`src/rtl/psf_pkg.sv`:
```
package psf_pkg;

    localparam int PROT_W        = 3;
    localparam int PROT_NS_BIT   = 1;
    localparam int PROT_PRIV_BIT = 0;
    localparam int SEL_MAX       = 32;

    typedef struct packed {
        logic nonsec;
        logic priv;
    } xfer_attr_t;

    typedef enum logic [1:0] {
        VERD_IDLE     = 2'd0,
        VERD_PASS     = 2'd1,
        VERD_DENY_ERR = 2'd2,
        VERD_DENY_RAZ = 2'd3
    } verdict_e;

    function automatic xfer_attr_t decode_prot(input logic [PROT_W-1:0] p);
        xfer_attr_t a;
        a.nonsec = p[PROT_NS_BIT];
        a.priv   = p[PROT_PRIV_BIT];
        return a;
    endfunction

    function automatic logic exactly_one(input logic [SEL_MAX-1:0] v);
        return (v != '0) && ((v & (v - 1'b1)) == '0);
    endfunction

    function automatic logic is_denied(input verdict_e v);
        return (v == VERD_DENY_ERR) || (v == VERD_DENY_RAZ);
    endfunction

endpackage

```
`src/rtl/psf_port_gate.sv`:
```
module psf_port_gate
    import psf_pkg::*;
#(
    parameter int                NPORTS     = 16,
    parameter logic [NPORTS-1:0] SEC_EXEMPT = '0
) (
    input  xfer_attr_t        attr,
    input  logic [NPORTS-1:0] allow_nonsec,
    input  logic [NPORTS-1:0] allow_user,
    output logic [NPORTS-1:0] port_ok
);

    for (genvar i = 0; i < NPORTS; i++) begin : g_port
        logic sec_ok;
        logic priv_ok;
        if (SEC_EXEMPT[i]) begin : g_exempt
            assign sec_ok = 1'b1;
        end else begin : g_checked
            assign sec_ok = allow_nonsec[i] | ~attr.nonsec;
        end
        assign priv_ok    = allow_user[i] | attr.priv;
        assign port_ok[i] = sec_ok & priv_ok;
    end

endmodule

```
`src/rtl/psf_resp_mux.sv`:
```
module psf_resp_mux #(
    parameter int NPORTS = 16,
    parameter int DATA_W = 32
) (
    input  logic [NPORTS-1:0]        sel,
    input  logic [NPORTS*DATA_W-1:0] port_rdata,
    input  logic [NPORTS-1:0]        port_ready,
    input  logic [NPORTS-1:0]        port_slverr,
    output logic [DATA_W-1:0]        rdata,
    output logic                     ready,
    output logic                     slverr
);

    logic [DATA_W-1:0] masked [NPORTS];

    for (genvar i = 0; i < NPORTS; i++) begin : g_mask
        assign masked[i] = port_rdata[i*DATA_W +: DATA_W] & {DATA_W{sel[i]}};
    end

    always_comb begin
        rdata = '0;
        for (int i = 0; i < NPORTS; i++) begin
            rdata = rdata | masked[i];
        end
        ready  = |(sel & port_ready);
        slverr = |(sel & port_slverr);
    end

endmodule

```
`src/rtl/psf_irq_flag.sv`:
```
module psf_irq_flag (
    input  logic clk,
    input  logic rst,
    input  logic deny_hit,
    input  logic enable,
    input  logic clear,
    output logic flag
);

    logic flag_q;
    logic flag_d;

    always_comb begin
        flag_d = flag_q;
        if (clear) begin
            flag_d = 1'b0;
        end
        if (deny_hit && enable) begin
            flag_d = 1'b1;
        end
    end

    always_ff @(posedge clk) begin
        if (rst) begin
            flag_q <= 1'b0;
        end else begin
            flag_q <= flag_d;
        end
    end

    assign flag = flag_q;

endmodule

```
`src/rtl/periph_sec_filter.sv`:
```
module periph_sec_filter
    import psf_pkg::*;
#(
    parameter int                NPORTS     = 16,
    parameter int                ADDR_W     = 12,
    parameter int                DATA_W     = 32,
    parameter logic [NPORTS-1:0] SEC_EXEMPT = '0
) (
    input  logic                     clk,
    input  logic                     rst,
    input  logic [NPORTS-1:0]        up_sel,
    input  logic                     up_enable,
    input  logic                     up_write,
    input  logic [ADDR_W-1:0]        up_addr,
    input  logic [DATA_W-1:0]        up_wdata,
    input  logic [2:0]               up_prot,
    output logic [DATA_W-1:0]        up_rdata,
    output logic                     up_ready,
    output logic                     up_slverr,
    output logic [NPORTS-1:0]        dn_sel,
    output logic                     dn_enable,
    output logic                     dn_write,
    output logic [ADDR_W-1:0]        dn_addr,
    output logic [DATA_W-1:0]        dn_wdata,
    output logic [2:0]               dn_prot,
    input  logic [NPORTS*DATA_W-1:0] dn_rdata,
    input  logic [NPORTS-1:0]        dn_ready,
    input  logic [NPORTS-1:0]        dn_slverr,
    input  logic [NPORTS-1:0]        allow_nonsec,
    input  logic [NPORTS-1:0]        allow_user,
    input  logic                     deny_is_error,
    input  logic                     irq_en,
    input  logic                     irq_clr,
    output logic                     irq
);

    xfer_attr_t         attr;
    logic [NPORTS-1:0]  port_ok;
    logic [SEL_MAX-1:0] sel_wide;
    logic               sel_valid;
    logic               permit;
    verdict_e           verdict;
    logic [DATA_W-1:0]  mux_rdata;
    logic               mux_ready;
    logic               mux_slverr;
    logic               deny_hit;

    assign attr = decode_prot(up_prot);

    psf_port_gate #(
        .NPORTS     (NPORTS),
        .SEC_EXEMPT (SEC_EXEMPT)
    ) u_gate (
        .attr         (attr),
        .allow_nonsec (allow_nonsec),
        .allow_user   (allow_user),
        .port_ok      (port_ok)
    );

    always_comb begin
        sel_wide             = '0;
        sel_wide[NPORTS-1:0] = up_sel;
    end

    assign sel_valid = exactly_one(sel_wide);
    assign permit    = sel_valid && ((up_sel & port_ok) != '0);

    always_comb begin
        if (permit) begin
            verdict = VERD_PASS;
        end else if (up_enable || (up_sel != '0)) begin
            verdict = deny_is_error ? VERD_DENY_ERR : VERD_DENY_RAZ;
        end else begin
            verdict = VERD_IDLE;
        end
    end

    psf_resp_mux #(
        .NPORTS (NPORTS),
        .DATA_W (DATA_W)
    ) u_mux (
        .sel         (up_sel),
        .port_rdata  (dn_rdata),
        .port_ready  (dn_ready),
        .port_slverr (dn_slverr),
        .rdata       (mux_rdata),
        .ready       (mux_ready),
        .slverr      (mux_slverr)
    );

    always_comb begin
        unique case (verdict)
            VERD_PASS: begin
                up_rdata  = mux_rdata;
                up_ready  = mux_ready;
                up_slverr = mux_slverr;
            end
            VERD_DENY_ERR: begin
                up_rdata  = '0;
                up_ready  = 1'b1;
                up_slverr = up_enable;
            end
            VERD_DENY_RAZ: begin
                up_rdata  = '0;
                up_ready  = 1'b1;
                up_slverr = 1'b0;
            end
            default: begin
                up_rdata  = '0;
                up_ready  = 1'b1;
                up_slverr = 1'b0;
            end
        endcase
    end

    assign dn_sel    = permit ? up_sel : '0;
    assign dn_enable = permit & up_enable;
    assign dn_write  = up_write;
    assign dn_addr   = up_addr;
    assign dn_wdata  = up_wdata;
    assign dn_prot   = up_prot;

    assign deny_hit = up_enable && is_denied(verdict);

    psf_irq_flag u_irq (
        .clk      (clk),
        .rst      (rst),
        .deny_hit (deny_hit),
        .enable   (irq_en),
        .clear    (irq_clr),
        .flag     (irq)
    );

endmodule

```
`config.mk`:
```
export PLATFORM = sky130hd
export DESIGN_NAME = periph_sec_filter
export DESIGN_NICKNAME = d
export VERILOG_FILES = /design/src/rtl/psf_pkg.sv /design/src/rtl/psf_port_gate.sv /design/src/rtl/psf_resp_mux.sv /design/src/rtl/psf_irq_flag.sv /design/src/rtl/periph_sec_filter.sv
export SDC_FILE = /design/constraint.sdc
export NUM_CORES = 1
export LEC_CHECK = 0
export BUFFER_PORTS_ARGS = -buffer_cell sky130_fd_sc_hd__buf_2
export CAP_MARGIN = 10
export CELL_PAD_IN_SITES_DETAIL_PLACEMENT = 0
export CELL_PAD_IN_SITES_GLOBAL_PLACEMENT = 1
export CORE_AREA = 2 2 292 294
export DETAILED_ROUTE_END_ITERATION = 16
export DIE_AREA = 0 0 294 296
export PLACE_DENSITY_LB_ADDON = 0.1
export SETUP_SLACK_MARGIN = 0.1
export SYNTH_ARGS = -nofsm -noshare
export SYNTH_HDL_FRONTEND = slang
export SYNTH_SLANG_ARGS = --single-unit
export TNS_END_PERCENT = 30
```
`constraint.sdc`:
```
create_clock -name clk -period 3 [get_ports clk]
set_input_delay 0.3 -clock clk [delete_from_list [all_inputs] [get_ports clk]]
set_output_delay 0.3 -clock clk [all_outputs]
set_load 0.02 [all_outputs]
```
==> flow_metrics.py <==
metrics = {
    "setup_path": {
        "worstReg2RegStart": "u_irq.flag",
        "cp.arrival_ps": 2580,
        "worstRegToRegCells": 1,
        "cp-end-kind": "output pin",
        "rr_endpoint": "u_irq.flag",
        "crit_fanout": 7,
        "cp_cell_sequence": "buf_6 -> or4_4 -> nor3_4 -> o211ai_1 -> a21oi_2 -> nand3_2 -> o21ai_2 -> ha_4 -> buf_12 -> buf_16 -> o21a_1 -> buf_2",
        "crit_required_ps": 2700,
        "criticalPathCategory": "in2out",
        "critical_path.max_stage_delay_ps": 550,
        "cp_slowest_cell": "or4_4",
        "r2r_slack_ps": 2390,
        "cp-start-kind": "input pin",
    },
    "hold_path": {
        "min_to": "u_irq.flag",
        "hold_start": "u_irq.flag",
        "hold_path.class": "reg2reg",
        "min_path_cells": 1,
    },
    "synthesis": {
        "synth_edf_count": 0,
        "yosys.area_share.xor_xnor_pct": 0,
        "avgSynthCellArea_um2": 6.85,
        "synth_top_cell_by_area": "a22oi_1",
        "synth_area_leaders": "a22oi_1, a22o_1, a221oi_1",
        "synth-seq-cells": 1,
        "synth.distinct_cells": 40,
        "ys_seq_area_share_pct": 0.493,
        "synth_commonest_cells": "a22oi_1, a22o_1, a221oi_1, buf_4, nand3_1",
        "yosys.area_share.simple_pct": 15.6,
        "synth.most_common_cell": "a22oi_1",
        "synth_top_family_by_area": "compound AO/OA/AOI/OAI gates",
        "ys.flop_type": "dfxtp_1",
        "syn_inst": 593,
        "yosysWarningCount": 0,
        "syn-cell-area_um2": 4060,
        "yosys.area.top_type_share_pct": 32.0,
        "synth_compound_area_share_pct": 65.3,
        "async_flop_share_pct": 0,
        "synth_fa_ha_area_share_pct": 0.863,
        "synth.mux.area_fraction_pct": 0,
        "syn_nets": 1241,
    },
    "global_routing": {
        "antenna_found_initial": 9,
        "grt_pass1_vias": 9013,
        "grtUsageTotal_pct": 13.3,
        "gr-total-overflow": 0,
        "grt_start_max_net_pins": 38,
        "grt_first_pass_wirelength_mm": 79.2,
    },
    "cells_and_area": {
        "n_fill_cell": 9969,
        "largest_reg_flops": 1,
        "fin_util_pct": 10.4,
        "multi_input_area_um2": 3380,
        "drive_above_1_share_pct": 61.8,
        "nets": 1839,
        "regArea_um2": 20.0,
        "synthToLayoutAreaGrowth_pct": 116,
    },
    "floorplanning": {
        "rows": 107,
        "core_um2": 84200,
        "die_h_um": 296,
        "ios": 746,
        "start_util_pct": 4.82,
        "die_w_um": 294,
        "die-area_um2": 87000,
    },
    "timing": {
        "setup_viol": 0,
        "finalSetupTns_ps": 0,
        "fin_skew_ps": 0,
        "slew_violations": 0,
        "max_freq_mhz": 347,
        "slew_headroom_pct": 62.6,
        "tightest_slew_ps": 561,
        "fin_crit_ps": 2880,
        "hold_viol": 0,
        "rsz0062_at_grt": "yes",
        "post-route-period-util_pct": 96.1,
    },
    "drt": {
        "vias_per_cell": 3.58,
        "drtPass1Iterations": 4,
        "wl_per_cell_um": 27.5,
        "drc_errors": 0,
        "wl_mm": 62.6,
        "drtAntennaViolNets": 0,
        "vias": 8152,
        "drt_iter0_drc": 440,
    },
    "outcome": {
        "status": "finished clean",
    },
    "place": {
        "place_congestion": 0.772,
        "dp_hpwl_mm": 51.0,
        "port_buffers": 653,
    },
    "clocking": {
        "clkLatencyLatePin_ps": 0,
        "clk_pin_slew_worst_paths_ps": 0,
    },
    "pwr": {
        "cellPowerDensity_nw_per_um2": 133,
        "p_leak_nw": 4.16,
        "max-vdd-ir-drop_uv": 37.8,
    },
    "flow_run": {
        "cap_viol_max_count": 0,
    },
}
[kinds of logic after synthesis]
group	Yosys count
AO/OA/AOI/OAI	337
AND/OR/NAND/NOR	114
adder cells (fa/ha/maj)	3
buffers and inverters	138
flip-flops	1
[placed cells by master, fill, tap and decap left out, types with 3 or more instances in the layout]
| cell type | synthesis | routed |
|---|---|---|
| o21a_1 | 33 | 33 |
| o221ai_1 | 12 | 12 |
| nor2_1 | 18 | 17 |
| nand3_1 | 44 | 44 |
| buf_6 | 3 | 7 |
| nand2_1 | 3 | 3 |
| nand4_1 | 28 | 28 |
| o21ai_0 | 8 | 6 |
| buf_2 | 0 | 643 |
| a221oi_1 | 49 | 49 |
| a22o_1 | 50 | 50 |
| buf_4 | 48 | 56 |
| a22oi_1 | 173 | 172 |
| nor2_2 | 4 | 5 |
| nor2b_1 | 4 | 4 |
| buf_12 | 0 | 6 |
| inv_1 | 17 | 17 |
[critical path: cells and delay by family]
kind	cells	cell delay (ps)
and+or+nand+nor	3	920
buffers and inverters	4	550
AOI/OAI and AO/OA	4	590
adders and majority gates	1	190
[routing by layer]
| layer | up-vias | GRT usage (%) | wire length, um |
|---|---|---|---|
| met5 | - | 0 | 58 |
| met4 | 8 | 4.54 | 2430 |
| met3 | 99 | 2.70 | 4180 |
| met2 | 496 | 24.2 | 31400 |
| met1 | 3897 | 15.4 | 24500 |
| li1 | 3652 | - | - |
[cell type report]
class | instances | share of cell area, %
inverter | 18 | 0.771
timing repair buffer | 716 | 44.8
tap | 1090 | 15.6
multi-input combinational | 454 | 38.6
antenna | 1 | 0.0285
sequential | 1 | 0.228
[worst max path at each step]
| stage | from | to | cells past startpoint |
|---|---|---|---|
| detailed placement | up_sel[2] | up_rdata[26] | 13 |
| floorplan | up_sel[1] | up_ready | 11 |
| finish | up_sel[3] | up_rdata[13] | 12 |
| global placement | up_sel[2] | up_rdata[26] | 13 |
| CTS | up_sel[5] | up_rdata[31] | 12 |
| global route | up_sel[3] | up_rdata[26] | 12 |
[per-stage QoR]
step / total power, W / hold slack [ps] / area [um^2] / setup slack (ps) / cells
3_5_place_dp: 0.00118 / 466 / 8550 / 14.6 / 2275
5_1_grt: 0.00127 / 493 / 8770 / -10.5 / 2280
2_1_floorplan: 0.000481 / 522 / 4060 / 113 / 593
3_3_place_gp: 0.00119 / 467 / 8550 / 40.2 / 2275
6_report: 0.00116 / 474 / 8770 / 116 / 2280
4_1_cts: 0.00119 / 473 / 8650 / 87.6 / 2278
[power by group]
group | internal, W | switching (W) | total [W]
sequential | 0.0000144 | 0.000000360 | 0.0000147
clock | 0.0000000000447 | 0 | 0.0000000000447
combinational | 0.000518 | 0.000631 | 0.00115
[repair_timing]
item | 4_1_cts | 5_1_grt
gates cloned | 1 | 1
hold buffers | 0 | 0
pin swaps | 9 | 4
resized for setup | 14 | 21
endpoints found under the hold margin | 0 | 0
buffers inserted | 2 | 0
setup endpoints to repair | 33 | 34
No activity file was read; power rests on OpenSTA's default activity.
